--- config.mk ---
export PLATFORM = sky130hd
export DESIGN_NAME = li_charge_seq
export DESIGN_NICKNAME = d
export VERILOG_FILES = /design/src/rtl/li_chg_pkg.sv /design/src/rtl/li_chg_tick_timer.sv /design/src/rtl/li_chg_loop_pick.sv /design/src/rtl/li_charge_seq.sv
export SDC_FILE = /design/constraint.sdc
export NUM_CORES = 1
export LEC_CHECK = 0
export ABC_AREA = 1
export CAP_MARGIN = 20
export CORE_MARGIN = 5
export CORE_UTILIZATION = 44
export DETAILED_ROUTE_END_ITERATION = 12
export DONT_BUFFER_PORTS = 1
export GPL_TIMING_DRIVEN = 1
export SETUP_SLACK_MARGIN = 0.15
export SLEW_MARGIN = 40
export SYNTH_ARGS = -nofsm -noshare
export SYNTH_HDL_FRONTEND = slang
export SYNTH_SLANG_ARGS = --single-unit
export TNS_END_PERCENT = 1
--- constraint.sdc ---
create_clock -name clk -period 2.2 [get_ports clk]
set_input_delay 0 -clock clk [delete_from_list [all_inputs] [get_ports clk]]
set_output_delay 0 -clock clk [all_outputs]
set_load 0.1 [all_outputs]
--- src/rtl/li_chg_pkg.sv ---
package li_chg_pkg;

    localparam int N_STATES = 8;
    localparam int N_LOOPS  = 4;

    typedef enum logic [N_STATES-1:0] {
        ST_IDLE     = 8'h01,
        ST_CHARGING = 8'h02,
        ST_PAUSE    = 8'h04,
        ST_CV_TMO   = 8'h08,
        ST_CX_DONE  = 8'h10,
        ST_TIME_FLT = 8'h20,
        ST_NO_BATT  = 8'h40,
        ST_SHORTED  = 8'h80
    } chg_state_t;

    typedef enum logic [N_LOOPS-1:0] {
        LP_NONE = 4'h0,
        LP_CV   = 4'h1,
        LP_CC   = 4'h2,
        LP_IIN  = 4'h4,
        LP_UV   = 4'h8
    } loop_t;

    typedef struct packed {
        chg_state_t state;
        loop_t      loop;
    } seq_regs_t;

endpackage

--- src/rtl/li_chg_tick_timer.sv ---
module li_chg_tick_timer #(
    parameter int TIME_W = 16
) (
    input  logic              clk,
    input  logic              rst_n,
    input  logic              clr_i,
    input  logic              cnt_en_i,
    input  logic [TIME_W-1:0] limit_i,
    output logic [TIME_W-1:0] count_o,
    output logic              over_o
);

    localparam logic [TIME_W-1:0] CNT_MAX = '1;

    logic [TIME_W-1:0] cnt_d, cnt_q;

    always_comb begin
        cnt_d = cnt_q;
        if (clr_i) begin
            cnt_d = '0;
        end else if (cnt_en_i && (cnt_q != CNT_MAX)) begin
            cnt_d = cnt_q + 1'b1;
        end
    end

    always_ff @(posedge clk or negedge rst_n) begin
        if (!rst_n) cnt_q <= '0;
        else        cnt_q <= cnt_d;
    end

    assign count_o = cnt_q;
    assign over_o  = (cnt_q > limit_i);

    AST_TMR_SATURATE: assert property (@(posedge clk) disable iff (!rst_n)
        (cnt_q == CNT_MAX) && !clr_i |=> (cnt_q == CNT_MAX));
    AST_TMR_CLEAR: assert property (@(posedge clk) disable iff (!rst_n)
        clr_i |=> (cnt_q == '0));

endmodule

--- src/rtl/li_chg_loop_pick.sv ---
module li_chg_loop_pick
    import li_chg_pkg::*;
#(
    parameter int ADC_W = 16
) (
    input  logic             uv_lim_i,
    input  logic             iin_lim_i,
    input  logic [ADC_W-1:0] vbat_i,
    input  logic [ADC_W-1:0] vtarget_i,
    output loop_t            loop_o
);

    always_comb begin
        if (uv_lim_i) begin
            loop_o = LP_UV;
        end else if (iin_lim_i) begin
            loop_o = LP_IIN;
        end else if (vbat_i >= vtarget_i) begin
            loop_o = LP_CV;
        end else begin
            loop_o = LP_CC;
        end
    end

endmodule

--- src/rtl/li_charge_seq.sv ---
module li_charge_seq
    import li_chg_pkg::*;
#(
    parameter int ADC_W  = 16,
    parameter int TIME_W = 16
) (
    input  logic              clk,
    input  logic              rst_n,
    input  logic              tick_i,
    input  logic              chg_en_i,
    input  logic              bat_present_i,
    input  logic              bat_short_i,
    input  logic              temp_ok_i,
    input  logic              uv_lim_i,
    input  logic              iin_lim_i,
    input  logic [ADC_W-1:0]  ibat_i,
    input  logic [ADC_W-1:0]  vbat_i,
    input  logic [ADC_W-1:0]  vtarget_i,
    input  logic [ADC_W-1:0]  cx_thresh_i,
    input  logic [TIME_W-1:0] max_cv_time_i,
    input  logic [TIME_W-1:0] max_total_time_i,
    output logic [7:0]        state_o,
    output logic [3:0]        loop_o
);

    seq_regs_t         nxt_d, cur_q;
    loop_t             loop_pick;
    logic              in_chg, idle_clr, tot_en, cv_en;
    logic              tot_over, cv_over;
    logic [TIME_W-1:0] tot_cnt, cv_cnt;

    assign in_chg   = (cur_q.state == ST_CHARGING);
    assign idle_clr = (cur_q.state == ST_IDLE);
    assign tot_en   = in_chg && tick_i;
    assign cv_en    = tot_en && (cur_q.loop == LP_CV);

    li_chg_tick_timer #(.TIME_W(TIME_W)) i_total_timer (
        .clk      (clk),
        .rst_n    (rst_n),
        .clr_i    (idle_clr),
        .cnt_en_i (tot_en),
        .limit_i  (max_total_time_i),
        .count_o  (tot_cnt),
        .over_o   (tot_over)
    );

    li_chg_tick_timer #(.TIME_W(TIME_W)) i_cv_timer (
        .clk      (clk),
        .rst_n    (rst_n),
        .clr_i    (idle_clr),
        .cnt_en_i (cv_en),
        .limit_i  (max_cv_time_i),
        .count_o  (cv_cnt),
        .over_o   (cv_over)
    );

    li_chg_loop_pick #(.ADC_W(ADC_W)) i_loop_pick (
        .uv_lim_i  (uv_lim_i),
        .iin_lim_i (iin_lim_i),
        .vbat_i    (vbat_i),
        .vtarget_i (vtarget_i),
        .loop_o    (loop_pick)
    );

    always_comb begin
        nxt_d = cur_q;
        if (bat_short_i) begin
            nxt_d.state = ST_SHORTED;
        end else if (!bat_present_i) begin
            nxt_d.state = ST_NO_BATT;
        end else if ((cur_q.state == ST_SHORTED) || (cur_q.state == ST_NO_BATT)) begin
            nxt_d.state = ST_IDLE;
        end else if (!chg_en_i) begin
            nxt_d.state = ST_IDLE;
        end else begin
            case (cur_q.state)
                ST_IDLE: nxt_d.state = ST_CHARGING;
                ST_CHARGING: begin
                    if (!temp_ok_i) begin
                        nxt_d.state = ST_PAUSE;
                    end else if (tot_over) begin
                        nxt_d.state = ST_TIME_FLT;
                    end else if (cv_over) begin
                        nxt_d.state = ST_CV_TMO;
                    end else if ((cur_q.loop == LP_CV) && (ibat_i < cx_thresh_i)) begin
                        nxt_d.state = ST_CX_DONE;
                    end
                end
                ST_PAUSE: begin
                    if (temp_ok_i) nxt_d.state = ST_CHARGING;
                end
                default: nxt_d.state = cur_q.state;
            endcase
        end
        nxt_d.loop = (nxt_d.state == ST_CHARGING) ? loop_pick : LP_NONE;
    end

    always_ff @(posedge clk or negedge rst_n) begin
        if (!rst_n) begin
            cur_q.state <= ST_IDLE;
            cur_q.loop  <= LP_NONE;
        end else begin
            cur_q <= nxt_d;
        end
    end

    assign state_o = cur_q.state;
    assign loop_o  = cur_q.loop;

    AST_SHORT_WINS: assert property (@(posedge clk) disable iff (!rst_n)
        bat_short_i |=> (state_o == 8'h80));
    AST_MISSING_NEXT: assert property (@(posedge clk) disable iff (!rst_n)
        !bat_short_i && !bat_present_i |=> (state_o == 8'h40));
    AST_STATE_ONEHOT: assert property (@(posedge clk) disable iff (!rst_n)
        $countones(state_o) == 1);
    AST_LOOP_ONEHOT0: assert property (@(posedge clk) disable iff (!rst_n)
        $onehot0(loop_o));
    AST_LOOP_ONLY_CHG: assert property (@(posedge clk) disable iff (!rst_n)
        (state_o != 8'h02) |-> (loop_o == 4'h0));
    AST_PAUSE_HOLDS_TOTAL: assert property (@(posedge clk) disable iff (!rst_n)
        (cur_q.state == ST_PAUSE) |=> $stable(tot_cnt));
    AST_PAUSE_HOLDS_CV: assert property (@(posedge clk) disable iff (!rst_n)
        (cur_q.state == ST_PAUSE) |=> $stable(cv_cnt));
    AST_TERM_HOLD: assert property (@(posedge clk) disable iff (!rst_n)
        (cur_q.state == ST_CV_TMO) && chg_en_i && bat_present_i && !bat_short_i
        |=> (cur_q.state == ST_CV_TMO));

endmodule

Word level (Yosys, flattened, before mapping)
Cells that the tools add are included.

cells by class
  add/sub/neg operators = 2
  order comparisons = 4
  equal/unequal tests = 9
  muxes and demuxes = 18
  reductions and logical operators = 8

operator list
  kind                                                                   count
  8-bit two-way mux                                                      9
  16-bit two-way mux                                                     4
  16-bit by 1-bit adder with 16-bit output, second input constant        2
  16-bit greater-than comparator                                         2
  16-bit inequality test, second input constant                          2
  8-bit case mux with 3 select lines                                     1
  8-bit by 2-bit equality test with 1-bit output, second input constant  2
  16-bit >= comparator                                                   1
  16-bit less-than comparator                                            1
  4-bit two-way mux                                                      3
  8-bit by 1-bit equality test with 1-bit output, second input constant  1
  8-bit by 3-bit equality test with 1-bit output, second input constant  1
  8-bit by 7-bit equality test with 1-bit output, second input constant  1
  8-bit equality test, second input constant                             1
  1-bit logical AND                                                      5
  4-bit by 1-bit equality test with 1-bit output, second input constant  1
  2-bit nonzero test                                                     2
  2-bit two-way mux                                                      1
  1-bit logical OR                                                       1

word-level totals
  bits in registers = 44
  bits of input ports = 105
  logic and storage cells = 45

Depth between registers and ports, before layout
Gate-level depths: netlist (run 1).

  depth after elaboration = 13
  mapped depth = 20

Cells and area by module
A second synthesis (run 1) with hierarchy kept.

second synthesis, totals
  cell total of the unflattened synthesis = 676
  area total of the unflattened synthesis = 4594.4 um2

modules (own cells, without submodules)
  module             instances  cells an instance  area each (um2)  seq. area each (um2)
  li_chg_tick_timer  2          214                1465.2           400.4
  li_charge_seq      1          173                1199.9           301.5
  li_chg_loop_pick   1          75                 464.2            0.0

Least setup slack after synthesis (run 1)
No wires, ideal clock.

  path kind = register to register
  start = reg cur_q, in the netlist state_o[1]
  end = reg i_total_timer.cnt_q[15] (netlist: i_total_timer.count_o[15])
  setup time = 0.077 ns
  arrival = 2.287 ns
  required time = 2.123 ns
  path slack = -0.164 ns
  cell stages (with the launch flop) = 13
  path buffers = 0
  cell sequence = dfrtp_1 inv_2 nor2_4 nand3_4 nor2_8 nand2_4 nor2_4 nand3_4 nor3_4 nand3_2 nor2_1 nand2_1 a21oi_1

on the way
  longest elaborated chain between the ends = 4
  elaborated cells on any way between the ends = 6

RTL lines
  what                                            RTL line                 source
  start, declared                                 li_charge_seq.sv:26      seq_regs_t nxt_d, cur_q;
  start signal, assigned                          li_charge_seq.sv:103     cur_q <= nxt_d;
  8-bit by 2-bit equality test with 1-bit output  li_charge_seq.sv:32      assign in_chg = (cur_q.state == ST_CHARGING);
  1-bit logical AND                               li_charge_seq.sv:34      assign tot_en = in_chg && tick_i;
  1-bit logical AND                               li_chg_tick_timer.sv:21  end else if (cnt_en_i && (cnt_q != CNT_MAX)) begin
  2-bit nonzero test (no source line)             -
  end signal, assigned                            li_chg_tick_timer.sv:28  else cnt_q <= cnt_d;
  end, declared                                   li_chg_tick_timer.sv:15  logic [TIME_W-1:0] cnt_d, cnt_q;

Parallel ways exist; a longest one is shown, timed or not.
A chain may end at the register's enable or synchronous reset.

==> impl_metrics.json, run 1 <==
{
  "status": "finished clean",
  "critPathArrivalTime_ns": 2.33,
  "gp_congestion": 0.861,
  "cts_root_buf": "clkbuf_8",
  "synth_top_area_cell": "dfrtp_1",
  "period_minus_slack_ns": 2.13,
  "worst_setup_path_end_kind": "flop",
  "multi_input_area_sq_um": 2760,
  "synth_edf_count": 0,
  "drtPass1Iterations": 4,
  "cts_buffers": 5,
  "port_buffers": 0,
  "htree_levels": 2,
  "worstPathRequired_ns": 2.40,
  "drc": 0,
  "cts_sinks": 44,
  "hold_class": "input pin to flop",
  "routed_wirelength_microns": 9980,
  "crit_type": "flop to flop",
  "chipWidth_microns": 107,
  "skew_ns": 0.0198,
  "fin_nets": 819,
  "crit_path_start_kind": "flop",
  "synth.most_common_cell": "inv_1",
  "netlist_area_sq_um": 4150,
  "drt_iter0_drc": 72,
  "clock.fmax_ghz": 0.469,
  "synth_top_area_share_pct": 25.9,
  "drv_slew": 0,
  "synthArstFlopShare_pct": 100,
  "grt_max_degree": 45,
  "insertion_delay_ns": 0.30,
  "area_growth_pct": 23.1,
  "yosysUniqueCellTypes": 36,
  "syn_nets": 764,
  "cap_violations": 0,
  "fillerInstances": 912,
  "initial_core_util_pct": 44.9,
  "synth_seq_cells": 44,
  "synthFlopType": "dfrtp_1",
  "clk_path_buf_depth": 2,
  "grt-ovfl-total": 0,
  "antenna_left": 0,
  "core-area_sq_um": 9240,
  "wl_per_cell_microns": 12.8,
  "finalCritPeriodShare_pct": 97.0,
  "finalSetupViolCount": 0,
  "grt_pass1_vias": 3650,
  "row_count": 35,
  "regArea_sq_um": 1120,
  "clkTransAtPathRegs_ns": 0.08,
  "hold_ws_ns": 0.0612,
  "placed_cells": 747,
  "syn_inst": 594,
  "fin_area_sq_um": 5110,
  "synth_common_cells": "inv_1, nand2_1, ha_1",
  "die_h_microns": 107,
  "placed_cell_area_sq_um": 4510,
  "syn_avg_cell_area_sq_um": 6.99,
  "finalPower_mw": 1.79,
  "power_density_nw_per_um2": 351,
  "cp_max_fo": 4,
  "hold_viol_final": 0,
  "slew_headroom_pct": 67.4,
  "ys_seq_area_share_pct": 26.6,
  "layout-drive-gt1-share_pct": 20.6,
  "synthTopCellsByArea": "dfrtp_1, ha_1, inv_1",
  "viasPerCell": 4.94,
  "cts_tree": "done",
  "grt_antenna_before_repair": 0,
  "yosysWarnings": 0,
  "via_count": 3852,
  "fp.dieArea_sq_um": 11500,
  "post-dp-hpwl_microns": 7870,
  "tightest_slew_ns": 0.485,
  "p_leak_nw": 2.82,
  "rsz0062_at_grt": "true",
  "vdd_drop_max_mv": 0.289,
  "ios": 117,
  "grt.total_usage_pct": 16.6,
  "stdcell_count": 779,
  "grt_pass1_wl_microns": 15900,
  "diodes": 0
}
-- layout by cell type, fill, tap and decap left out, types with 12 or more instances in the layout --
cell type,instances
buf_4,39
inv_1,134
nand2_2,12
o21ai_0,24
nand2_1,105
ha_1,59
dfrtp_1,31
dfrtp_2,12
nor2_1,38
a21oi_1,47
nand3_1,22
-- path summary, 6_finish.rpt --
path                                          startpoint                        to  slack [ns]  depth (start not counted)
max in group asynchronous                          rst_n                state_o[0]        1.68                          2
worst max register to register     i_cv_timer.count_o[5]                 loop_o[3]        0.07                         15
worst max-delay path               i_cv_timer.count_o[5]                 loop_o[3]        0.07                         15
worst min register to register  i_total_timer.count_o[5]  i_total_timer.count_o[5]        0.53                          1
min in group asynchronous                          rst_n  i_total_timer.count_o[7]        0.22                          2
worst min-delay path                           temp_ok_i                state_o[2]        0.06                          5
-- per-stage QoR --
stage                     utilization, %  worst slack, ns  setup TNS (ns)
after global placement              48.9           0.0226               0
after detailed placement            48.9          -0.0272         -0.0591
after global routing                55.3          -0.0769          -0.302
after floorplan                        -            0.146               0
after CTS                           52.5           0.0721               0
final                               55.3           0.0668               0
-- metal layers --
| metal | global-route usage [%] | part of all wire, % |
|---|---|---|
| met4 | 2.92 | 0.85 |
| met5 | 0 | 0 |
| met2 | 28.0 | 49 |
| met3 | 4.52 | 5.4 |
| met1 | 21.4 | 44 |
-- critical path, cell delays in order, from the launching register on --
cell and delay, ns:
dfrtp_1 0.43, ha_4 0.29, nand2_1 0.06, nor2_2 0.13, nand4_1 0.12, nor2_1 0.13, inv_1 0.08, nand2_4 0.09
inv_1 0.05, nor2_2 0.10, nand2_2 0.06, nand2_2 0.06, nand2_2 0.06, nor2_4 0.10, nand3_4 0.11, nor3_2 0.17
-- flip-flops by register name (all words and copies together) (netlist names) --
register and count:
i_cv_timer.count_o 16, i_total_timer.count_o 16, state_o 8, loop_o 4
-- report_power, final --
part | total [mW] | switching, mW | leakage (nW) | internal (mW)
registers | 0.834 | 0.0118 | 0.586 | 0.822
logic | 0.343 | 0.213 | 2.17 | 0.130
clock network | 0.615 | 0.278 | 0.0552 | 0.337
-- final cells by class --
type | instances | share of cell area, %
Clock buffer | 6 | 1.42
Timing Repair Buffer | 50 | 8.27
Inverter | 144 | 10.6
Multi-Input combinational cell | 404 | 54.0
Sequential cell | 44 | 21.9
Clock inverter | 2 | 0.685
Tap cell | 129 | 3.16
-- logic make-up (layout without fill, tap and decap cells) --
group | count (synthesis) | in the layout | synth area share [%]
flip-flops | 44 | 44 | 26.6
adder cells (fa/ha/maj) | 65 | 65 | 19.6
XOR/XNOR | 2 | 2 | 0.422
AND/OR/NAND/NOR | 243 | 243 | 27.9
buffers and inverters | 146 | 202 | 13.2
AO/OA/AOI/OAI | 94 | 94 | 12.3
-- timing repair --
action | 4_1_cts | 5_1_grt
gates resized for setup | 18 | 49
hold buffers | 9 | 0
pin swaps | 15 | 35
hold endpoints to repair | 51 | 0
setup buffers | 7 | 8
setup endpoints to repair | 4 | 25
Power figures use the tool's default switching activity.
==> run 2, diff against run 1 <==
--- a/config.mk
+++ b/config.mk
@@ -7,6 +7,7 @@
 export LEC_CHECK = 0
 export ABC_AREA = 1
 export CAP_MARGIN = 20
+export CORE_ASPECT_RATIO = 0.75
 export CORE_MARGIN = 5
 export CORE_UTILIZATION = 44
 export DETAILED_ROUTE_END_ITERATION = 12
==> impl_metrics.json, run 2 (synthesis results as in run 1) <==
{
  "status": "finished clean",
  "cp_max_fo": 5,
  "worst-path-stages": 12,
  "antenna_left": 0,
  "worstPathRequired_ns": 2.39,
  "cts_root_buf": "clkbuf_16",
  "fp.dieArea_sq_um": 11500,
  "initial_core_util_pct": 45.5,
  "cts_sinks": 44,
  "wl_per_cell_microns": 13.1,
  "clkTransAtPathRegs_ns": 0.07,
  "die_h_microns": 94.1,
  "tightest_slew_ns": 0.365,
  "rsz0062_at_grt": "true",
  "grt_max_degree": 45,
  "crit_path_start_kind": "flop",
  "layout-drive-gt1-share_pct": 20.9,
  "endpoint": "loop_o[2]",
  "worst_setup_path_end_kind": "flop",
  "htree_levels": 2,
  "slew_headroom_pct": 75.5,
  "crit_type": "flop to flop",
  "layout_commonest_cell": "inv_1",
  "area_growth_pct": 25.0,
  "drt_iter0_drc": 160,
  "cp.buffers_inverters": 2,
  "cp-startpoint": "i_total_timer.count_o[10]",
  "drtPass1Iterations": 4,
  "cpPeakStageDelay_ns": 0.43,
  "cap_violations": 0,
  "fillerInstances": 921,
  "p_leak_nw": 2.82,
  "clk_path_buf_depth": 2,
  "gp_congestion": 0.824,
  "cp_cell_sequence": "ha_4 > nand4_1 > nor3_2 > buf_4 > nand3_4 > nand2_4 > inv_2 > nand2_2 > a21oi_2 > nand2_2 > nand4_1 > nor3_2",
  "grt_pass1_wl_microns": 16400,
  "ios": 117,
  "drc": 0,
  "crit_family": "simple AND/OR/NAND/NOR gates",
  "place_ws_ns": -0.0421,
  "power_density_nw_per_um2": 400,
  "diodes": 0,
  "stdcell_count": 778,
  "fin_nets": 819,
  "row_count": 30,
  "grt.met2_usage_pct": 27.0,
  "grt_use_met1_pct": 24.3,
  "port_buffers": 0,
  "cts_buffers": 5,
  "vdd_drop_max_mv": 0.359,
  "core-area_sq_um": 9120,
  "insertion_delay_ns": 0.29,
  "finalCritPeriodShare_pct": 98.1,
  "hold_class": "input pin to flop",
  "grt.total_usage_pct": 17.3,
  "regToRegStartpoint": "i_total_timer.count_o[10]",
  "layout_common_cells": "inv_1, nand2_1, ha_1",
  "crit_path_top_delay_cell": "dfrtp_1",
  "rrSetupSlack_ns": 0.04,
  "cts_tree": "done",
  "routed_wirelength_microns": 10200,
  "r2r-end": "loop_o[2]",
  "finalSetupViolCount": 0,
  "final_util_pct": 56.9,
  "via_count": 3847,
  "grt-ovfl-total": 0,
  "post-dp-hpwl_microns": 8060,
  "hold_viol_final": 0,
  "skew_ns": 0.00950,
  "placed_cells": 746,
  "grt.met3_usage_pct": 4.76,
  "critPathArrivalTime_ns": 2.35,
  "worst_slack_ns": 0.0419,
  "grt_pass1_vias": 3701,
  "clock.fmax_ghz": 0.463,
  "grt-busiest-layer": "met2",
  "chipWidth_microns": 122,
  "ff2ff_path_depth": 12,
  "grt_antenna_before_repair": 0,
  "period_minus_slack_ns": 2.16,
  "viasPerCell": 4.94,
  "drv_slew": 0
}
-- run 2: cell type report --
cell class	instances	area (sq um)	share of cell area, %
multi-input combinational	404	2770	53.4
sequential	44	1120	21.5
inverter	144	542	10.4
timing repair buffer	50	420	8.10
tap	128	160	3.09
clock buffer	6	139	2.68
clock inverter	2	38.8	0.747
-- run 2: tightest hold or removal path, stage by stage --
cell	delay (ns)
o21ai_1	0.04
nand2_1	0.05
nand2_1	0.04
nand2_1	0.10
inv_1	0.06
-- run 2: per-stage QoR --
stage               setup TNS [ns]  hold slack [ns]  area [sq um]  total power [mW]
floorplan                        0           -0.296          4170              1.08
global placement                 0           -0.294          4510              1.13
detailed placement          -0.142           -0.294          4510              1.14
CTS                              0           0.0526          4860              2.07
global route                -0.598           0.0988          5190              2.19
finish                           0           0.0559          5190              2.08
-- run 2: repair_timing --
| action | in CTS | in global routing |
|---|---|---|
| pin swaps | 4 | 24 |
| endpoints found under the hold margin | 51 | 0 |
| gates resized for setup | 6 | 55 |
| hold buffers | 11 | 0 |
| setup buffers | 3 | 10 |
| setup endpoints to repair | 4 | 26 |
-- run 2: power by group --
part	internal, mW	switching (mW)
Sequential	0.823	0.0114
Clock	0.569	0.324
Combinational	0.135	0.214
Total	1.53	0.549
-- run 2: how the worst min path moves through the flow --
stage               startpoint                     to  slack (ns)  cells past startpoint
floorplan                rst_n  i_cv_timer.count_o[0]       -0.30                      0
finish               temp_ok_i             state_o[2]        0.06                      5
global placement         rst_n             state_o[6]       -0.29                      0
CTS                  temp_ok_i             state_o[2]        0.05                      5
detailed placement       rst_n             state_o[7]       -0.29                      0
global route         temp_ok_i             state_o[2]         0.1                      5
-- run 2: per-layer routing --
layer / vias to the layer above / routed length, microns / share of wire (%)
met5: - / 0 / 0
met4: 0 / 67 / 0.66
met3: 6 / 552 / 5.4
met2: 93 / 4660 / 46
met1: 1724 / 4900 / 48
li1: 2024 / - / -
==> run 3, diff against run 2 <==
--- a/config.mk
+++ b/config.mk
@@ -9,10 +9,11 @@
 export CAP_MARGIN = 20
 export CORE_ASPECT_RATIO = 0.75
 export CORE_MARGIN = 5
-export CORE_UTILIZATION = 44
+export CORE_UTILIZATION = 65
 export DETAILED_ROUTE_END_ITERATION = 12
 export DONT_BUFFER_PORTS = 1
 export GPL_TIMING_DRIVEN = 1
+export PLACE_DENSITY = 0.92
 export SETUP_SLACK_MARGIN = 0.15
 export SLEW_MARGIN = 40
 export SYNTH_ARGS = -nofsm -noshare
==> impl_metrics.json, run 3 (synthesis results as in run 1) <==
{
  "status": "finished with violations",
  "failed_checks": "negative setup slack",
  "drtPass1Iterations": 5,
  "layout_common_cells": "inv_1, nand2_1, ha_1",
  "initial_core_util_pct": 66.4,
  "min-delay-start": "temp_ok_i",
  "skew_ns": 0.0201,
  "wl_per_cell_microns": 15.5,
  "hold_viol_final": 0,
  "tightest_slew_ns": 0.509,
  "htree_levels": 2,
  "grt_max_degree": 45,
  "critPathArrivalTime_ns": 2.52,
  "layout-drive-gt1-share_pct": 19.8,
  "layout_commonest_cell": "inv_1",
  "crit_type": "flop to flop",
  "finalSetupViolCount": 4,
  "clk_path_buf_depth": 2,
  "grt_antenna_before_repair": 0,
  "crit_path_start_kind": "flop",
  "post-dp-hpwl_microns": 7990,
  "grt_pass1_vias": 4064,
  "fp.dieArea_sq_um": 8100,
  "worst_setup_path_end_kind": "flop",
  "clock.fmax_ghz": 0.434,
  "fillerInstances": 409,
  "routed_wirelength_microns": 11300,
  "cts_sinks": 44,
  "rsz0062_at_grt": "true",
  "period_minus_slack_ns": 2.31,
  "area_growth_pct": 22.0,
  "core-area_sq_um": 6260,
  "worstPathRequired_ns": 2.41,
  "grt-ovfl-total": 0,
  "hold_class": "input pin to flop",
  "drt_iter0_drc": 167,
  "grt.total_usage_pct": 27.2,
  "cts_root_buf": "clkbuf_8",
  "diodes": 0,
  "slew_headroom_pct": 65.8,
  "wl_met3_microns": 875,
  "drc": 0,
  "cp_max_fo": 4,
  "die_h_microns": 79.2,
  "min_to": "state_o[2]",
  "placed_cells": 693,
  "clkTransAtPathRegs_ns": 0.10,
  "cpMostUsedCell": "nand2_2",
  "cp_cell_sequence": "ha_1 > nand2_2 > nor2_4 > nand4_1 > nor2_1 > inv_1 > nand2_2 > inv_1 > nor2_1 > nand2_1 > nand2_1 > nand2_2 > nor2_2 > nand3_2 > nor3_2",
  "insertion_delay_ns": 0.31,
  "ios": 117,
  "r2r-end": "loop_o[1]",
  "drv_slew": 0,
  "cpPeakStageDelay_ns": 0.42,
  "grt_pass1_wl_microns": 17800,
  "rrSetupSlack_ns": -0.11,
  "finalCritPeriodShare_pct": 105,
  "dr_wl_met2_microns": 5680,
  "ff2ff_path_depth": 15,
  "cts_buffers": 5,
  "min_path_cells": 5,
  "wirelength_met1_microns": 4650,
  "crit_path_top_delay_cell": "dfrtp_1",
  "cap_violations": 0,
  "row_count": 25,
  "finalSetupTns_ns": -0.277,
  "worst_slack_ns": -0.106,
  "port_buffers": 0,
  "gp_congestion": 0.882,
  "finalPower_mw": 1.86,
  "regToRegStartpoint": "i_cv_timer.count_o[6]",
  "fin_nets": 820,
  "viasPerCell": 5.59,
  "vdd_drop_max_mv": 0.300,
  "cp.buffers_inverters": 2,
  "antenna_left": 0,
  "p_leak_nw": 2.79,
  "power_density_nw_per_um2": 368,
  "top_layer_used": "met4",
  "crit_family": "simple AND/OR/NAND/NOR gates",
  "stdcell_count": 732,
  "chipWidth_microns": 102,
  "cts_tree": "done",
  "via_count": 4090
}
[run 3: worst reg2reg max path, cell delays in order (launching register included)]
cell and delay, ns:
dfrtp_1 0.42, ha_1 0.30, nand2_2 0.08, nor2_4 0.13, nand4_1 0.14, nor2_1 0.13, inv_1 0.07, nand2_2 0.10
inv_1 0.05, nor2_1 0.10, nand2_1 0.05, nand2_1 0.07, nand2_2 0.07, nor2_2 0.15, nand3_2 0.16, nor3_2 0.19
[run 3: metal layers]
metal | GRT usage, % | vias to the layer above
met4 | 5.24 | 0
li1 | - | 2019
met1 | 35.0 | 1875
met5 | 0 | -
met3 | 6.41 | 19
met2 | 46.8 | 177
[run 3: layout make-up]
type | count | area, sq um | area share (%)
sequential | 44 | 1120 | 22.0
clock buffer | 5 | 68.8 | 1.36
clock inverter | 3 | 46.3 | 0.914
tap | 81 | 101 | 2.00
inverter | 144 | 542 | 10.7
multi-input combinational | 404 | 2770 | 54.6
timing repair buffer | 51 | 425 | 8.40
[run 3: how the worst max path moves through the flow]
stage / from / endpoint / slack (ns) / depth (start not counted)
final: i_cv_timer.count_o[6] / loop_o[1] / -0.11 / 15
after global routing: i_total_timer.count_o[8] / loop_o[1] / -0.19 / 13
after CTS: i_total_timer.count_o[2] / loop_o[3] / 0.09 / 16
after detailed placement: i_cv_timer.count_o[9] / loop_o[0] / -0.02 / 13
after global placement: i_cv_timer.count_o[11] / loop_o[1] / 0.1 / 13
after floorplan: state_o[1] / i_total_timer.count_o[15] / 0.15 / 12
[run 3: report_power, final]
part	leakage [nW]	switching, mW	internal (mW)
logic	2.15	0.232	0.137
registers	0.588	0.0132	0.822
clock network	0.0548	0.315	0.343
total	2.79	0.560	1.30
[run 3: repair_timing]
action / CTS / global route
endpoints found under the setup margin: 4 / 25
pin swaps: 11 / 18
hold buffers: 10 / 0
resized for setup: 19 / 33
hold endpoints to repair: 51 / 0
setup buffers: 16 / 5
[run 3: stage by stage]
step / hold WS (ns) / instance area (sq um) / setup WS, ns / utilization, %
5_1_grt: 0.0639 / 5060 / -0.192 / 81.0
4_1_cts: 0.0138 / 4870 / 0.0894 / 77.8
3_5_place_dp: -0.293 / 4410 / -0.0172 / 70.5
6_report: 0.0390 / 5060 / -0.106 / 81.0
3_3_place_gp: -0.293 / 4410 / 0.0966 / 70.5
2_1_floorplan: -0.296 / 4170 / 0.146 / -
